**src/rtl/eye_scan_pkg.sv**
```systemverilog
package eye_scan_pkg;

  // Strobes from control to datapath
  typedef struct packed {
    logic loadScan;   // capture settings, reset results
    logic settleRun;  // settle phase active
    logic measRun;    // error window active
    logic evalStep;   // judge step, advance phase
  } scanCtrl_t;

  // Status from datapath to control
  typedef struct packed {
    logic settleDone;
    logic windowDone;
    logic lastStep;
  } scanStat_t;

  typedef enum logic [2:0] {
    ST_IDLE,
    ST_SETTLE,
    ST_MEASURE,
    ST_EVAL,
    ST_DONE
  } scanState_t;

endpackage

```
**src/rtl/eye_scan_fsm.sv**
```systemverilog
module eye_scan_fsm
  import eye_scan_pkg::*;
(
  input  logic      clk,
  input  logic      rstN,
  input  logic      start,
  input  scanStat_t stat,
  output scanCtrl_t ctrl,
  output logic      busy,
  output logic      done
);

  scanState_t state, stateNext;

  always_comb begin
    stateNext = state;
    ctrl      = '0;
    unique case (state)
      ST_IDLE, ST_DONE: begin
        if (start) begin
          ctrl.loadScan = 1'b1;
          stateNext     = ST_SETTLE;
        end
      end
      ST_SETTLE: begin
        ctrl.settleRun = 1'b1;
        if (stat.settleDone) stateNext = ST_MEASURE;
      end
      ST_MEASURE: begin
        ctrl.measRun = 1'b1;
        if (stat.windowDone) stateNext = ST_EVAL;
      end
      ST_EVAL: begin
        ctrl.evalStep = 1'b1;
        stateNext     = stat.lastStep ? ST_DONE : ST_SETTLE;
      end
      default: stateNext = ST_IDLE;
    endcase
  end

  always_ff @(posedge clk) begin
    if (!rstN) state <= ST_IDLE;
    else       state <= stateNext;
  end

  assign busy = (state == ST_SETTLE) || (state == ST_MEASURE) || (state == ST_EVAL);
  assign done = (state == ST_DONE);

endmodule

```
**src/rtl/eye_scan_datapath.sv**
```systemverilog
module eye_scan_datapath
  import eye_scan_pkg::*;
#(
  parameter int PHASE_W    = 7,
  parameter int V_W        = 6,
  parameter int WINDOW_LEN = 65536,
  parameter int SETTLE_CYC = 32,
  parameter int ERR_THRESH = 0
) (
  input  logic               clk,
  input  logic               rstN,
  input  scanCtrl_t          ctrl,
  output scanStat_t          stat,
  input  logic [PHASE_W-1:0] phaseMin,
  input  logic [PHASE_W-1:0] phaseMax,
  input  logic [PHASE_W-1:0] phaseStep,
  input  logic [V_W-1:0]     vertIn,
  input  logic               errPulse,
  input  logic               bitValid,
  output logic [PHASE_W-1:0] phaseCode,
  output logic [V_W-1:0]     vertCode,
  output logic [PHASE_W:0]   eyeWidth,
  output logic [PHASE_W-1:0] eyeFirst,
  output logic [PHASE_W-1:0] eyeLast,
  output logic               eyeClosed
);

  localparam int WIDTH_W = PHASE_W + 1;
  localparam int BIT_W   = $clog2(WINDOW_LEN + 1);
  localparam int ERR_W   = BIT_W;
  localparam int SET_W   = $clog2(SETTLE_CYC + 1);
  localparam logic [BIT_W-1:0] BIT_LAST    = BIT_W'(WINDOW_LEN - 1);
  localparam logic [SET_W-1:0] SETTLE_LAST = SET_W'(SETTLE_CYC - 1);
  localparam logic [ERR_W-1:0] THRESH_V    =
    (ERR_THRESH >= WINDOW_LEN) ? {ERR_W{1'b1}} : ERR_W'(ERR_THRESH);

  logic [PHASE_W-1:0] stepReg, maxReg;
  logic [SET_W-1:0]   settleCnt;
  logic [BIT_W-1:0]   bitCnt;
  logic [ERR_W-1:0]   errCnt;
  logic [WIDTH_W-1:0] curLen, bestLen;
  logic [PHASE_W-1:0] curFirst, bestFirst, bestLast;

  // Next phase, one bit wider so it cannot wrap
  logic [PHASE_W:0] phaseSum;
  assign phaseSum = {1'b0, phaseCode} + {1'b0, stepReg};

  assign stat.settleDone = (settleCnt == SETTLE_LAST);
  assign stat.windowDone = bitValid && (bitCnt == BIT_LAST);
  assign stat.lastStep   = (phaseSum > {1'b0, maxReg});

  // Run tracking
  logic               stepGood;
  logic [WIDTH_W-1:0] runLenNext;
  logic [PHASE_W-1:0] runFirstNext;
  logic               runBetter;
  logic [WIDTH_W-1:0] bestLenNext;

  assign stepGood     = (errCnt <= THRESH_V);
  assign runLenNext   = curLen + 1'b1;
  assign runFirstNext = (curLen == '0) ? phaseCode : curFirst;
  assign runBetter    = stepGood && (runLenNext > bestLen);
  assign bestLenNext  = runBetter ? runLenNext : bestLen;

  always_ff @(posedge clk) begin
    if (!rstN) begin
      phaseCode <= '0;
      vertCode  <= '0;
      stepReg   <= '0;
      maxReg    <= '0;
      settleCnt <= '0;
      bitCnt    <= '0;
      errCnt    <= '0;
      curLen    <= '0;
      curFirst  <= '0;
      bestLen   <= '0;
      bestFirst <= '0;
      bestLast  <= '0;
      eyeClosed <= 1'b0;
    end else begin
      if (ctrl.loadScan) begin
        phaseCode <= phaseMin;
        vertCode  <= vertIn;
        stepReg   <= (phaseStep == '0) ? PHASE_W'(1) : phaseStep;
        maxReg    <= phaseMax;
        settleCnt <= '0;
        curLen    <= '0;
        curFirst  <= '0;
        bestLen   <= '0;
        bestFirst <= '0;
        bestLast  <= '0;
        eyeClosed <= 1'b0;
      end
      if (ctrl.settleRun) begin
        settleCnt <= settleCnt + 1'b1;
        bitCnt    <= '0;
        errCnt    <= '0;
      end
      if (ctrl.measRun) begin
        if (bitValid) bitCnt <= bitCnt + 1'b1;
        if (errPulse && (errCnt != {ERR_W{1'b1}})) errCnt <= errCnt + 1'b1;
      end
      if (ctrl.evalStep) begin
        settleCnt <= '0;
        if (stepGood) begin
          curLen   <= runLenNext;
          curFirst <= runFirstNext;
        end else begin
          curLen <= '0;
        end
        if (runBetter) begin
          bestLen   <= runLenNext;
          bestFirst <= runFirstNext;
          bestLast  <= phaseCode;
        end
        if (stat.lastStep) eyeClosed <= (bestLenNext == '0);
        else               phaseCode <= phaseSum[PHASE_W-1:0];
      end
    end
  end

  assign eyeWidth = bestLen;
  assign eyeFirst = bestFirst;
  assign eyeLast  = bestLast;

endmodule

```
**src/rtl/eye_scan_ctrl.sv**
```systemverilog
module eye_scan_ctrl
  import eye_scan_pkg::*;
#(
  parameter int PHASE_W    = 7,
  parameter int V_W        = 6,
  parameter int WINDOW_LEN = 65536,
  parameter int SETTLE_CYC = 32,
  parameter int ERR_THRESH = 0
) (
  input  logic               clk,
  input  logic               rstN,
  input  logic               start,
  input  logic [PHASE_W-1:0] phaseMin,
  input  logic [PHASE_W-1:0] phaseMax,
  input  logic [PHASE_W-1:0] phaseStep,
  input  logic [V_W-1:0]     vertIn,
  input  logic               errPulse,
  input  logic               bitValid,
  output logic [PHASE_W-1:0] phaseCode,
  output logic [V_W-1:0]     vertCode,
  output logic               busy,
  output logic               done,
  output logic [PHASE_W:0]   eyeWidth,
  output logic [PHASE_W-1:0] eyeFirst,
  output logic [PHASE_W-1:0] eyeLast,
  output logic               eyeClosed
);

  scanCtrl_t ctrl;
  scanStat_t stat;

  eye_scan_fsm u_fsm (
    .clk   (clk),
    .rstN  (rstN),
    .start (start),
    .stat  (stat),
    .ctrl  (ctrl),
    .busy  (busy),
    .done  (done)
  );

  eye_scan_datapath #(
    .PHASE_W    (PHASE_W),
    .V_W        (V_W),
    .WINDOW_LEN (WINDOW_LEN),
    .SETTLE_CYC (SETTLE_CYC),
    .ERR_THRESH (ERR_THRESH)
  ) u_dp (
    .clk       (clk),
    .rstN      (rstN),
    .ctrl      (ctrl),
    .stat      (stat),
    .phaseMin  (phaseMin),
    .phaseMax  (phaseMax),
    .phaseStep (phaseStep),
    .vertIn    (vertIn),
    .errPulse  (errPulse),
    .bitValid  (bitValid),
    .phaseCode (phaseCode),
    .vertCode  (vertCode),
    .eyeWidth  (eyeWidth),
    .eyeFirst  (eyeFirst),
    .eyeLast   (eyeLast),
    .eyeClosed (eyeClosed)
  );

endmodule

```
**config.mk**
```make
export PLATFORM = sky130hd
export DESIGN_NAME = eye_scan_ctrl
export DESIGN_NICKNAME = d
export VERILOG_FILES = /design/src/rtl/eye_scan_pkg.sv /design/src/rtl/eye_scan_fsm.sv /design/src/rtl/eye_scan_datapath.sv /design/src/rtl/eye_scan_ctrl.sv
export SDC_FILE = /design/constraint.sdc
export NUM_CORES = 1
export LEC_CHECK = 0
export ABC_AREA = 1
export BUFFER_PORTS_ARGS = -buffer_cell sky130_fd_sc_hd__buf_2
export CORE_ASPECT_RATIO = 1.4
export CORE_MARGIN = 2
export CORE_UTILIZATION = 55
export DETAILED_ROUTE_END_ITERATION = 6
export PLACE_DENSITY = 0.76
export SLEW_MARGIN = 5
export SYNTH_ARGS = -nofsm -noshare
export SYNTH_HDL_FRONTEND = slang
export SYNTH_SLANG_ARGS = --single-unit
export TNS_END_PERCENT = 50
```
**constraint.sdc**
```tcl
create_clock -name clk -period 3.1 [get_ports clk]
set_clock_uncertainty 0.05 [all_clocks]
set_input_delay 0.93 -clock clk [delete_from_list [all_inputs] [get_ports clk]]
set_output_delay 0.93 -clock clk [all_outputs]
set_load 0.03 [all_outputs]
```
==> flow_summary.ini <==
[run_status]
status = finished clean

[worst_setup_path]
cp-start-kind = register
r2r_slack_ns = 0.23
regToRegStartpoint = u_dp.phaseCode[0]$_SDFF_PN0_
worstSetupPathType = reg2reg
regToRegEndpoint = u_dp.phaseCode[1]$_SDFF_PN0_
end_kind = register
critical_path_peak_fanout = 11
crit_required_ns = 3.30
reg2regPathDepth = 17
cp_data_arrival_time_ns = 3.07

[min_path]
hold_class = reg2reg
min_from = u_dp.eyeFirst[2]$_SDFF_PN0_
whs_path_depth = 2
hold_end = u_dp.eyeFirst[2]$_SDFF_PN0_

[power]
peakVddDrop_uv = 477
power.total_mw = 4.84
power_density_nw_per_um2 = 742
leakage_nw = 2.88

[floorplanning]
row_count = 44
initial_core_util_pct = 55.9
fp.dieH_um = 125
io_pins = 70
core_area_um2 = 10300
dieArea_um2 = 11300
die_w_um = 90.4

[cells_and_area]
nFillCells = 975
nets = 947
fin_cells = 1027
drive_above_1_share_pct = 14.2
antennaDiodeCount = 0
final_cell_area_um2 = 6510
area_growth_pct = 13.3
fin_util_pct = 63.3

[clock_tree]
postCtsSetupBuffers = 0
clock_path_buffers = 2
clk_latency_ns = 0.36
cts_tree = yes
cts_resized = 0
h-tree-depth = 3
cts_made_buffers = 9
root_buffer = clkbuf_16
cts.sinks = 108
clk_pin_slew_ns = 0.07
hold_buffers = 0

[grt]
track_usage_pct = 25.4
antenna_found_initial = 0
gr-total-overflow = 0
grt_max_degree = 59
grt_pass1_wl_um = 23900
grt_pass1_vias = 5397

[sta]
fmax_mhz = 349
fin_crit_ns = 2.87
hold_viol_final = 0
max_slew_margin_pct = 57.4
slew_violations = 0
setup_tns_ns = 0
whs_ns = 0.411
rsz0062_at_grt = false
worst_slack_ns = 0.235
setup_viol = 0
fin_crit_sh_pct = 92.4
worst_slew_pin_slew_ns = 0.636

[drt]
drc = 0
dr.pass1.iters = 5
via_per_inst = 5.41
vias = 5561
drt-initial-drc-count = 248
wire_per_inst_um = 13.6
drt_wl_total_um = 13900
ant_nets = 0

[placement]
io_buffers = 69
pre_cts_ws_ns = 0.0987
dp_cells = 1011
gp_congestion = 0.879
post-dp-hpwl_um = 10400
dpl-instance-area_um2 = 6190

[yosys]
syn_avg_cell_area_um2 = 6.95
async_reset_ff_share_pct = 0
synthTopCellsByArea = dfxtp_1 38%, nand2_1 13%, a21oi_1 7.9%
synth-seq-cells = 108
ys_types = 38
synth_cells = 827
ys_warn_count = 0
synth.cell_area_um2 = 5750
syn_nets = 890
synth_top_area_share_pct = 37.6
synth.top_cells.by_count = 196 x nand2_1, 108 x dfxtp_1, 101 x inv_1
synth_seq_area_share_pct = 37.6
synth.most_common_cell = nand2_1
yosysTopAreaCell = dfxtp_1
ys_dominant_reg_cell = dfxtp_1
synth_edf_count = 0

[run]
drv_cap = 0
==> flip-flops by register name (all words and copies together), names as in the netlist, 3 cells and up <==
signal / count
u_dp.eyeWidth: 8
u_dp.stepReg: 7
u_dp.curLen: 8
u_fsm.state: 3
u_dp.settleCnt: 6
u_dp.phaseCode: 7
u_dp.eyeFirst: 7
u_dp.vertCode: 6
u_dp.errCnt: 17
u_dp.bitCnt: 17
u_dp.eyeLast: 7
u_dp.maxReg: 7
u_dp.curFirst: 7
==> layer usage <==
metal  vias to the layer above  global-route usage, %  share of wire, %
met3                        29                   3.01               3.9
met5                         -                      0                 0
met4                         0                   12.0               3.3
li1                       2829                      -                 -
met2                       150                   47.9                52
met1                      2553                   28.2                40
==> critical path, stage by stage (launching register included) <==
cell	delay (ns)
dfxtp_1	0.37
ha_1	0.26
fa_2	0.38
a31oi_2	0.15
xor2_1	0.17
inv_1	0.09
ha_1	0.27
nand2_1	0.07
nor2_1	0.15
nand2_1	0.07
nand3_1	0.06
nand2_1	0.06
nand2_1	0.05
nand2_1	0.11
nand3_4	0.16
inv_2	0.08
o21ai_0	0.15
nor2_1	0.06
==> kinds of logic after synthesis <==
family                   synth area share [%]
AO/OA/AOI/OAI                            17.9
XOR/XNOR                                0.761
adder cells (fa/ha/maj)                  6.88
buffers and inverters                    10.1
flip-flops                               37.6
AND/OR/NAND/NOR                          26.8
==> where the power goes <==
part	internal (mW)	switching (mW)
sequential	1.58	0.151
clock	0.598	0.546
combinational	0.603	1.36
==> placed cells by master (no fill, tap or decap), drive strengths merged, types with 18 or more instances in the layout <==
cell	count
buf	78
nand3	41
a21oi	91
inv	109
ha	30
nor2	81
nor3	18
o21ai	74
dfxtp	108
nand2	197
==> worst max path at each step <==
stage	start	endpoint	slack, ns	cells after the start
2_1_floorplan	u_dp.phaseCode[0]$_SDFF_PN0_	u_dp.eyeClosed$_SDFF_PN0_	0.36	17
3_3_place_gp	u_dp.phaseCode[0]$_SDFF_PN0_	u_dp.phaseCode[4]$_SDFF_PN0_	0.27	17
3_5_place_dp	u_dp.phaseCode[0]$_SDFF_PN0_	u_dp.phaseCode[6]$_SDFF_PN0_	0.1	17
4_1_cts	u_dp.phaseCode[0]$_SDFF_PN0_	u_dp.phaseCode[6]$_SDFF_PN0_	0.08	17
5_1_grt	u_dp.curLen[2]$_SDFFE_PN0P_	u_dp.eyeLast[1]$_SDFF_PN0_	0.009	17
6_report	u_dp.phaseCode[0]$_SDFF_PN0_	u_dp.phaseCode[1]$_SDFF_PN0_	0.23	17
==> area by class of cell <==
cell class              count  area [um2]  area share (%)
clock buffers              11         253            3.88
clock inverters             5        43.8           0.672
inverters                 108         405            6.22
multi-input cells         579        3040            46.6
flip-flops and latches    108        2160            33.2
well taps                 138         173            2.65
repair buffers             78         438            6.72
Power figures use the tool's default switching activity.
